### src/rtl/scb_pkg.sv
`timescale 1ns/1ps
package scb_pkg;
    // life cycle of one functional-unit entry
    typedef enum logic [1:0] {
        ST_IDLE  = 2'd0,
        ST_READ  = 2'd1,
        ST_EXEC  = 2'd2,
        ST_WRITE = 2'd3
    } fu_st_e;
endpackage

### src/rtl/scb_issue_sel.sv
`timescale 1ns/1ps
// Picks the lowest idle unit of the requested class and applies the
// structural and output-dependence checks of the issue step.
module scb_issue_sel #(
    parameter int NUM_FU = 5,
    parameter int NUM_REGS = 16,
    parameter int CW = 2,
    parameter logic [NUM_FU*CW-1:0] FU_CLASS = '0,
    localparam int RW = $clog2(NUM_REGS),
    localparam int UW = (NUM_FU > 1) ? $clog2(NUM_FU) : 1
) (
    input  logic [NUM_FU-1:0]   idle,
    input  logic [NUM_REGS-1:0] pend,
    input  logic [CW-1:0]       cls,
    input  logic [RW-1:0]       dst,
    output logic                can_issue,
    output logic [UW-1:0]       sel
);
    logic [NUM_FU-1:0] match;

    for (genvar u = 0; u < NUM_FU; u++) begin : g_match
        assign match[u] = idle[u] && (FU_CLASS[u*CW +: CW] == cls);
    end

    always_comb begin
        sel = '0;
        for (int u = NUM_FU - 1; u >= 0; u--) begin
            if (match[u]) sel = UW'(u);
        end
    end

    assign can_issue = (|match) && !pend[dst];
endmodule

### src/rtl/scb_war_chk.sv
`timescale 1ns/1ps
// Write-back permission: a finished unit may write only when no entry
// still holds an unread source naming its destination.
module scb_war_chk #(
    parameter int NUM_FU = 5,
    parameter int NUM_REGS = 16,
    localparam int RW = $clog2(NUM_REGS)
) (
    input  logic [NUM_FU-1:0]         done_q,
    input  logic [NUM_FU-1:0]         read_q,
    input  logic [NUM_FU-1:0][RW-1:0] fi,
    input  logic [NUM_FU-1:0][RW-1:0] fj,
    input  logic [NUM_FU-1:0][RW-1:0] fk,
    input  logic [NUM_FU-1:0]         rj,
    input  logic [NUM_FU-1:0]         rk,
    output logic [NUM_FU-1:0]         wb_ok
);
    for (genvar w = 0; w < NUM_FU; w++) begin : g_wr
        logic [NUM_FU-1:0] block;
        for (genvar f = 0; f < NUM_FU; f++) begin : g_rd
            assign block[f] = read_q[f] &&
                              ((rj[f] && fj[f] == fi[w]) || (rk[f] && fk[f] == fi[w]));
        end
        assign wb_ok[w] = done_q[w] && !(|block);
    end
endmodule

### src/rtl/scb_ctrl.sv
`timescale 1ns/1ps
module scb_ctrl #(
    parameter int NUM_FU = 5,
    parameter int NUM_REGS = 16,
    parameter int CW = 2,
    // class of each unit, unit 0 in the low bits: int, mul, mul, add, div
    parameter logic [NUM_FU*CW-1:0] FU_CLASS = {2'd3, 2'd2, 2'd1, 2'd1, 2'd0},
    localparam int RW = $clog2(NUM_REGS),
    localparam int UW = (NUM_FU > 1) ? $clog2(NUM_FU) : 1
) (
    input  logic              clk,
    input  logic              rst_n,
    input  logic              in_valid,
    output logic              in_ready,
    input  logic [CW-1:0]     in_cls,
    input  logic [RW-1:0]     in_dst,
    input  logic [RW-1:0]     in_src1,
    input  logic [RW-1:0]     in_src2,
    output logic [UW-1:0]     iss_unit,
    output logic [NUM_FU-1:0] rd_grant,
    input  logic [NUM_FU-1:0] ex_done,
    output logic [NUM_FU-1:0] wb_grant
);
    import scb_pkg::*;

    typedef struct packed {
        fu_st_e        st;
        logic [CW-1:0] op;
        logic [RW-1:0] fi;
        logic [RW-1:0] fj;
        logic [RW-1:0] fk;
        logic [UW-1:0] qj;
        logic [UW-1:0] qk;
        logic          qjv;
        logic          qkv;
        logic          rj;
        logic          rk;
    } fu_ent_t;

    typedef struct packed {
        fu_ent_t [NUM_FU-1:0]           fu;
        logic    [NUM_REGS-1:0]         res_v;
        logic    [NUM_REGS-1:0][UW-1:0] res_u;
    } sb_t;

    sb_t sb_d, sb_q;

    // flattened views shared by the hazard modules and the checker
    logic [NUM_FU-1:0]         idle_q, read_q, done_q, qpend_q, rj_q, rk_q;
    logic [NUM_FU-1:0][RW-1:0] fi_q, fj_q, fk_q;
    logic [NUM_REGS-1:0]       res_v_q;
    logic                      fire;

    for (genvar u = 0; u < NUM_FU; u++) begin : g_view
        assign idle_q[u]  = sb_q.fu[u].st == ST_IDLE;
        assign read_q[u]  = sb_q.fu[u].st == ST_READ;
        assign done_q[u]  = sb_q.fu[u].st == ST_WRITE;
        assign qpend_q[u] = sb_q.fu[u].qjv || sb_q.fu[u].qkv;
        assign rj_q[u]    = sb_q.fu[u].rj;
        assign rk_q[u]    = sb_q.fu[u].rk;
        assign fi_q[u]    = sb_q.fu[u].fi;
        assign fj_q[u]    = sb_q.fu[u].fj;
        assign fk_q[u]    = sb_q.fu[u].fk;
    end
    assign res_v_q = sb_q.res_v;

    scb_issue_sel #(
        .NUM_FU(NUM_FU), .NUM_REGS(NUM_REGS), .CW(CW), .FU_CLASS(FU_CLASS)
    ) issue_i (
        .idle(idle_q), .pend(res_v_q), .cls(in_cls), .dst(in_dst),
        .can_issue(in_ready), .sel(iss_unit)
    );

    scb_war_chk #(
        .NUM_FU(NUM_FU), .NUM_REGS(NUM_REGS)
    ) war_i (
        .done_q(done_q), .read_q(read_q), .fi(fi_q), .fj(fj_q), .fk(fk_q),
        .rj(rj_q), .rk(rk_q), .wb_ok(wb_grant)
    );

    assign fire = in_valid && in_ready;

    always_comb begin
        sb_d = sb_q;
        for (int u = 0; u < NUM_FU; u++) begin
            rd_grant[u] = (sb_q.fu[u].st == ST_READ) && sb_q.fu[u].rj && sb_q.fu[u].rk;
        end
        for (int u = 0; u < NUM_FU; u++) begin
            if (rd_grant[u]) begin
                sb_d.fu[u].st = ST_EXEC;
                sb_d.fu[u].rj = 1'b0;
                sb_d.fu[u].rk = 1'b0;
            end else if (sb_q.fu[u].st == ST_EXEC && ex_done[u]) begin
                sb_d.fu[u].st = ST_WRITE;
            end
            if (wb_grant[u]) begin
                sb_d.fu[u].st = ST_IDLE;
                sb_d.res_v[sb_q.fu[u].fi] = 1'b0;
                for (int f = 0; f < NUM_FU; f++) begin
                    if (sb_q.fu[f].qjv && sb_q.fu[f].qj == UW'(u)) begin
                        sb_d.fu[f].qjv = 1'b0;
                        sb_d.fu[f].rj  = 1'b1;
                    end
                    if (sb_q.fu[f].qkv && sb_q.fu[f].qk == UW'(u)) begin
                        sb_d.fu[f].qkv = 1'b0;
                        sb_d.fu[f].rk  = 1'b1;
                    end
                end
            end
        end
        if (fire) begin
            sb_d.fu[iss_unit].st  = ST_READ;
            sb_d.fu[iss_unit].op  = in_cls;
            sb_d.fu[iss_unit].fi  = in_dst;
            sb_d.fu[iss_unit].fj  = in_src1;
            sb_d.fu[iss_unit].fk  = in_src2;
            sb_d.fu[iss_unit].qj  = sb_q.res_u[in_src1];
            sb_d.fu[iss_unit].qk  = sb_q.res_u[in_src2];
            // a producer writing back this cycle counts as already done
            sb_d.fu[iss_unit].qjv = sb_q.res_v[in_src1] && !wb_grant[sb_q.res_u[in_src1]];
            sb_d.fu[iss_unit].qkv = sb_q.res_v[in_src2] && !wb_grant[sb_q.res_u[in_src2]];
            sb_d.fu[iss_unit].rj  = !sb_d.fu[iss_unit].qjv;
            sb_d.fu[iss_unit].rk  = !sb_d.fu[iss_unit].qkv;
            sb_d.res_v[in_dst]    = 1'b1;
            sb_d.res_u[in_dst]    = iss_unit;
        end
    end

    always_ff @(posedge clk or negedge rst_n) begin
        if (!rst_n) sb_q <= '0;
        else        sb_q <= sb_d;
    end
endmodule

### config.mk
export PLATFORM = sky130hd
export DESIGN_NAME = scb_ctrl
export DESIGN_NICKNAME = d
export VERILOG_FILES = /design/src/rtl/scb_pkg.sv /design/src/rtl/scb_issue_sel.sv /design/src/rtl/scb_war_chk.sv /design/src/rtl/scb_ctrl.sv
export SDC_FILE = /design/constraint.sdc
export NUM_CORES = 1
export LEC_CHECK = 0
export ABC_CLOCK_PERIOD_IN_PS = 3200
export BUFFER_PORTS_ARGS = -buffer_cell sky130_fd_sc_hd__buf_2
export CAP_MARGIN = 20
export CORE_ASPECT_RATIO = 0.75
export CORE_MARGIN = 2
export CORE_UTILIZATION = 40
export CTS_CLUSTER_SIZE = 16
export DETAILED_ROUTE_END_ITERATION = 10
export HOLD_SLACK_MARGIN = 0.06
export PLACE_DENSITY = 0.66
export SLEW_MARGIN = 40
export SYNTH_ARGS = -nofsm -noshare
export SYNTH_HDL_FRONTEND = slang
export SYNTH_HIERARCHICAL = 1
export SYNTH_SLANG_ARGS = --single-unit
### constraint.sdc
create_clock -name clk -period 3.2 [get_ports clk]
set_input_delay 0.32 -clock clk [delete_from_list [all_inputs] [get_ports clk]]
set_output_delay 0.32 -clock clk [all_outputs]
set_load 0.1 [all_outputs]
### Word level (Yosys, flattened, before mapping)

Index checks and enable logic that the tools add are counted.

| operators by class | value |
|---|---|
| reductions and logical operators | 218 |
| multiplexer cells | 213 |
| equality and inequality tests | 108 |
| bitwise operators | 11 |
| order comparisons | 18 |

Operator list:

| kind | count |
|---|---|
| 130-bit bitwise mux | 11 |
| 26-bit demux with 3-bit select | 11 |
| 4-bit equality test | 50 |
| 194-bit 2-to-1 mux | 1 |
| 1-bit logical AND | 161 |
| 26-bit binary-select mux with 3-bit select | 2 |
| 1-bit 2-to-1 mux | 112 |
| 20-bit 2-to-1 mux | 5 |
| 16-bit bitwise AND | 5 |
| 16-bit inverter | 5 |
| 4-bit 2-to-1 mux | 18 |
| 3-bit by 2-bit equality test with 1-bit output, second input constant | 20 |
| 48-bit bitwise mux | 1 |
| 4-bit by 5-bit < comparator with 1-bit output, second input constant | 8 |
| 2-bit 2-to-1 mux | 17 |
| 3-bit by 1-bit equality test with 1-bit output, second input constant | 10 |
| 3-bit equality test, second input constant | 10 |
| 3-bit logical NOT | 10 |
| 3-bit 2-to-1 mux | 10 |
| 5-bit OR reduction | 6 |
| 26-bit 2-to-1 mux | 1 |
| 1-bit logical OR | 25 |
| 3-bit binary-select mux with 4-bit select | 2 |
| 1-bit demux with 4-bit select | 6 |
| other kinds (20) | 61 |

| word-level totals | value |
|---|---|
| flip-flop bits (word level) | 194 |
| word-level logic and storage cells | 640 |
| output and inout bits | 14 |
| input port bits | 22 |

### Longest topological paths before layout

Gate-level depths: netlist of run 1.

| logic depth | value |
|---|---|
| depth in word-level cells | 35 |
| mapped depth | 13 |

### Cells and area by module

Netlist of run 1, hierarchy kept.

By module, submodules not included:

| module | cells an instance | seq. area each (um2) | area each (um2) | instances |
|---|---|---|---|---|
| scb_ctrl | 947 | 4,604.4 | 9,574.2 | 1 |
| scb_war_chk | 391 | 0.0 | 2,907.8 | 1 |
| scb_issue_sel | 14 | 0.0 | 202.7 | 1 |

### Worst setup path after synthesis of run 1

Ideal clock, no wire load.

| timing | value |
|---|---|
| path type | reg2reg |
| start point | register sb_q, in the netlist res_v_q[11] |
| end point | register with a tool-made name |
| period minus slack after synthesis | 4.606 ns |
| slack | -1.406 ns |
| setup time | 0.117 ns |
| data required time | 3.083 ns |
| arrival | 4.489 ns |
| stages on the path, launching flop included | 12 |
| path through | dfrtp_1 -> mux4_1 -> mux4_2 -> nor2b_1 -> nand2_1 -> nor2_1 -> nand2_1 -> or2_2 -> clkbuf_1 -> clkbuf_1 -> nand2_1 -> nand2_1 |

RTL lines:

| item | line | text |
|---|---|---|
| start, declared | scb_ctrl.sv:46 | `sb_t sb_d, sb_q;` |
| start signal, assigned | scb_ctrl.sv:130 | `if (!rst_n) sb_q <= '0;` |
| start signal, assigned | scb_ctrl.sv:131 | `else sb_q <= sb_d;` |

==> results of run 1 <==
## power groups by stage
stage                     clock (mW)  combinational (mW)  sequential, mW
after floorplan                    0                5.25            3.44
after global placement             0                6.90            4.04
after detailed placement           0                7.01            4.06
after CTS                       2.11                7.04            4.02
after global routing            2.21                7.69            4.16
final                           2.10                7.22            4.06
## cells by family after synthesis
kind of cell / count (synthesis) / share of synthesized area, %
and+or+nand+nor: 549 / 20.44
xor gates and xnor gates: 200 / 13.81
DFF: 184 / 36.30
AOI/OAI and AO/OA: 172 / 8.986
buffers and inverters: 127 / 5.751
muxes: 120 / 14.72
## synthesized netlist by cell type (18+ instances only)
library cell / instances
nand3_1: 48
nor2b_1: 19
o21ai_0: 59
nand2_1: 266
mux2_2: 62
clkbuf_1: 49
buf_2: 39
a21oi_1: 21
nor3_1: 48
nor2_1: 56
buf_6: 24
mux4_2: 31
xor2_1: 106
dfrtp_1: 184
xnor2_1: 94
nor4_1: 25
nand3b_1: 18
## layout make-up
class | instances | area [sq um] | share of cell area [%]
sequential | 184 | 4604 | 31.76
inverter | 7 | 26.28 | 0.1813
multi-input combinational | 1041 | 7400 | 51.04
timing repair buffer | 157 | 1390 | 9.589
tap | 406 | 508.0 | 3.504
antenna | 2 | 5.005 | 0.03452
clock buffer | 17 | 425.4 | 2.935
clock inverter | 15 | 137.6 | 0.9494
## metal layers
metal / vias up / wire length [microns] / part of all wire (%) / track usage [%]
met5: - / 7 / 0.016 / 0
met4: 2 / 1424 / 3.2 / 9.422
met3: 89 / 5447 / 12 / 7.499
met2: 722 / 18050 / 41 / 37.97
met1: 5443 / 19400 / 44 / 39.83
li1: 4832 / - / - / -
## final timing paths
kind | startpoint | end | slack, ps | cells past startpoint
max | sb_q[192] | res_v_q[4] | 140 | 12
min in group asynchronous | rst_n | async pin | 500 | 2
min | in_dst[1] | register | 180 | 3
min reg2reg | sb_q[66] | rk_q[0] | 510 | 2
max reg2reg | sb_q[192] | res_v_q[4] | 140 | 12
max in group asynchronous | rst_n | async pin | 1970 | 3
## critical path, stage by stage (launching register included)
cell and delay, ps:
dfrtp_1 420, nor2b_1 160, nand2_1 280, nor3_1 130, nor3_1 330, and4b_1 370
buf_4 250, inv_1 160, nor3_1 260, buf_4 200, a21oi_1 120, nand4_1 180
nand2_1 60
## per-stage QoR
| step | power (mW) | util (%) | hold WS (ps) | instances |
|---|---|---|---|---|
| 6_report | 13.38 | 46.39 | 181.6 | 1829 |
| 5_1_grt | 14.06 | 46.37 | 200.6 | 1827 |
| 4_1_cts | 13.17 | 46.31 | 163.1 | 1827 |
| 3_5_place_dp | 11.07 | 44.48 | 422.5 | 1794 |
| 3_3_place_gp | 10.93 | 44.48 | 413.1 | 1794 |
| 2_1_floorplan | 8.685 | - | 24.41 | 1352 |
## what timing repair did
action,CTS,global route
setup endpoints to repair,0,6
hold buffers,1,0
endpoints found under the hold margin,80,0
resized for setup,0,4
==> impl_metrics.csv, run 1 <==
group,metric,value,unit
routing,wl_per_cell,24.24,microns
final_layout,final_common_cell,"nand2_1",
cts,clock_latency,450,ps
die,num_rows,56,
grt,grt_pass1_wl,66.53,mm
routing,antenna_left,0,
cts,cts_buffers,17,
grt,grt_max_degree,84,
logic_synthesis,ys_top_cells_by_area,"dfrtp_1, nand2_1, xor2_1, xnor2_1, mux2_2",
pwr,p_switching,6.235,mW
logic_synthesis,syn-cell-area,0.01268,sq mm
critical_path,crit_path_end_kind,"register",
critical_path,start_kind,"register",
die,initial_core_util,40.59,%
final_layout,final_cell_mix,"nand2_1, dfrtp_1, xor2_1",
pwr,power_frac_clock,15.7,%
logic_synthesis,syn-num-nets,1374,
routing,via_per_inst,6.062,
die,fp.dieW,209.6,microns
timing,fmax,326.8,MHz
pwr,p_leak,6.701,nW
grt,antenna_found_initial,1,
pwr,peakVddDrop,0.4893,mV
place,placed_cell_area,0.01390,sq mm
final_layout,drive_gt1_share,21.46,%
logic_synthesis,seq_area_frac_synth,36.30,%
grt,grt_usage,27.12,%
die,die_height,158.2,microns
timing,tns,0,ps
logic_synthesis,synth_top_area_share,36.30,%
pwr,power.density,922.7,mW/mm^2
timing,worstMarginPinSlew,711.2,ps
final_layout,nNetsFinal,1430,
die,core-area,0.03125,sq mm
place,portBuffers,35,
final_layout,syn2layout_area_growth,14.28,%
timing,period_needed,3060,ps
die,io_pins,36,
logic_synthesis,synthFlopType,"dfrtp_1",
die,die_area,0.03317,sq mm
logic_synthesis,yosysWarnings,6,
timing,rsz0062_at_grt,"no",
grt,grt_pass1_vias,10364,
place,post-place-ws,-12.87,ps
routing,vias,11088,
grt,overflow,0,
cts,cts_root_buf,"clkbuf_16",
logic_synthesis,synth.largest_area_cell,"dfrtp_1",
place,gp_congestion,1.004,
timing,setup_violations,0,
cts,h-tree-depth,4,
logic_synthesis,ys_seq_elements,184,
timing,drv_slew,0,
cts,cts_tree,"done",
timing,relSlewSlack,52.58,%
timing,period_share,95.62,%
routing,drt_iter0_drc,1978,
outcome,status,"complete, no violations",
timing,fin_worst_skew,10.30,ps
logic_synthesis,ys_types,70,
logic_synthesis,synth-edff-count,0,
pwr,seq_power_share,30.4,%
hold_path,hold_class,"input port to register",
critical_path,crit_required,3530,ps
critical_path,cp_max_fo,10,
critical_path,crit_type,"register to register",
pwr,switching_share,46.61,%
place,dp_hpwl,32.33,mm
cts,clk_pin_slew,80,ps
cts,post-cts-setup-buffers,0,
pwr,power_frac_comb,54.0,%
cts,cts.sinks,184,
job,max-cap-violations,0,
final_layout,fillers,2925,
routing,drt-total-wl,44.33,mm
routing,drc,0,
critical_path,arrival,3390,ps
pwr,intPower,7.141,mW
logic_synthesis,async_flop_share,100.0,%
final_layout,design_area,0.01450,sq mm
logic_synthesis,syn_area_per_cell,9.382,sq um
timing,hold_violations,0,
logic_synthesis,syn_inst,1352,
timing,worst_slack,140.2,ps
routing,firstDrtPassIters,8,
cts,clk_path_buf_depth,2,
No activity file was read; power rests on OpenSTA's default activity.
==> run 2, diff against run 1 <==
Settings changed: REMOVE_ABC_BUFFERS set to 1.
==> impl_metrics.csv, run 2 (synthesized netlist as in run 1, its figures left out) <==
group,metric,value,unit
outcome,status,"complete, no violations",
cts,post-cts-setup-buffers,0,
final_layout,final_cell_count_no_fill,1819,
timing,drv_slew,0,
timing,period_share,96.29,%
critical_path,cp_slowest_cell,"mux4_1",
critical_path,cp_max_fo,5,
place,dpl.cell_count,1786,
critical_path,crit_type,"register to register",
critical_path,cp.depth,9,
grt,antenna_found_initial,0,
routing,firstDrtPassIters,7,
timing,fin_worst_skew,16.56,ps
die,num_rows,56,
final_layout,nNetsFinal,1422,
critical_path,crit_required,3540,ps
routing,drt_iter0_drc,1409,
final_layout,design_area,0.01440,sq mm
die,fp.dieW,209.6,microns
routing,drt-total-wl,43.30,mm
routing,wl_per_cell,23.80,microns
critical_path,max_stage_delay,530,ps
place,placed_cell_area,0.01375,sq mm
die,io_pins,36,
timing,hold_violations,0,
routing,antenna_left,0,
pwr,peakVddDrop,0.5349,mV
cts,cts.sinks,184,
routing,vias,10957,
cts,clock_latency,470,ps
cts,cts_buffers,17,
timing,period_needed,3081,ps
cts,cts_root_buf,"clkbuf_16",
place,dp_hpwl,31.27,mm
critical_path,reg2regPathDepth,9,
timing,setup_violations,0,
timing,tns,0,ps
timing,fmax,324.6,MHz
grt,grt_max_degree,74,
job,max-cap-violations,0,
grt,grt_pass1_wl,65.71,mm
cts,cts_tree,"done",
critical_path,path_cells,"mux4_1 -> mux4_2 -> nor2b_1 -> nand2_1 -> buf_4 -> nor2_1 -> nand2_1 -> nor2_1 -> mux2_2",
final_layout,syn2layout_area_growth,13.54,%
pwr,power.density,920.2,mW/mm^2
routing,via_per_inst,6.024,
cts,clk_path_buf_depth,2,
place,gp_congestion,0.9400,
grt,overflow,0,
die,die_area,0.03317,sq mm
final_layout,final_common_cell,"nand2_1",
hold_path,worstHoldPathCells,3,
place,portBuffers,35,
die,die_height,158.2,microns
critical_path,start_kind,"register",
timing,rsz0062_at_grt,"no",
routing,drc,0,
critical_path,arrival,3430,ps
cts,h-tree-depth,4,
final_layout,n_antenna_cell,0,
critical_path,critical_path_buf_inv_count,1,
cts,clk_pin_slew,80,ps
final_layout,drive_gt1_share,21.37,%
critical_path,crit_path_end_kind,"register",
die,initial_core_util,40.59,%
critical_path,cpLargestDelayFamily,"multiplexers",
hold_path,hold_class,"input port to register",
pwr,p_leak,6.625,nW
grt,grt_pass1_vias,10423,
grt,grt_usage,26.89,%
die,core-area,0.03125,sq mm
timing,worstMarginPinSlew,665.6,ps
final_layout,final_cell_mix,"nand2_1, dfrtp_1, xor2_1",
timing,relSlewSlack,55.52,%
[run 2: changes by cell type in the layout (fill, tap and decap cells not counted), moves of 3 or more]
| cell | delta |
|---|---|
| clkbuf_8 | +3 |
| dfrtp_1 | -6 |
| dfrtp_2 | +6 |
| buf_12 | -6 |
| clkinvlp_4 | +3 |
| clkinv_4 | -6 |
[run 2: through the flow]
stage	utilization, %	total power, mW	hold WS [ps]	setup WS [ps]
2_1_floorplan	-	8.111	24.41	-1993
3_3_place_gp	44.00	10.64	387.8	70.48
3_5_place_dp	44.00	10.79	392.7	39.08
4_1_cts	46.02	13.08	188.8	8.518
5_1_grt	46.09	13.94	210.9	23.60
6_report	46.09	13.25	202.1	118.9
[run 2: area by class of cell]
type                       count  area, sq um
timing repair buffer         149         1257
fill                        2955        16850
multi-input combinational   1041         7376
clock inverter                12        156.4
inverter                       7        26.28
sequential                   184         4612
clock buffer                  20        466.7
tap                          406        508.0
[run 2: where the power goes]
part | total (mW) | switching (mW) | internal, mW | leakage (nW)
clock network | 2.28 | 1.04 | 1.24 | 0.296
registers | 4.26 | 1.27 | 2.99 | 2.45
logic | 6.72 | 3.77 | 2.95 | 3.88
total | 13.3 | 6.08 | 7.18 | 6.63
[run 2: timing repair]
action                                  4_1_cts  5_1_grt
endpoints found under the setup margin        0       29
hold endpoints to repair                     70        0
resized for setup                             0       13
hold buffers                                  1        0
[run 2: layer usage]
metal  wire length [microns]  GRT usage (%)
met3                    5420          10.08
met4                    1447          11.04
met2                   17390          37.40
met1                   18960          37.25
met5                      78          1.799
[run 2: path summary, 6_finish.rpt]
check / from / endpoint / slack, ps
max in group asynchronous: rst_n / async pin / 1860
max: res_v_q[1] / register / 120
min in group asynchronous: rst_n / sb_q[192] / 450
min reg2reg: register / register / 520
max reg2reg: res_v_q[1] / register / 120
min: ex_done[1] / sb_q[114] / 200
[run 2: worst min-delay path: stages]
cell and delay, ps:
buf_2 100, a21oi_1 130, o31ai_1 70
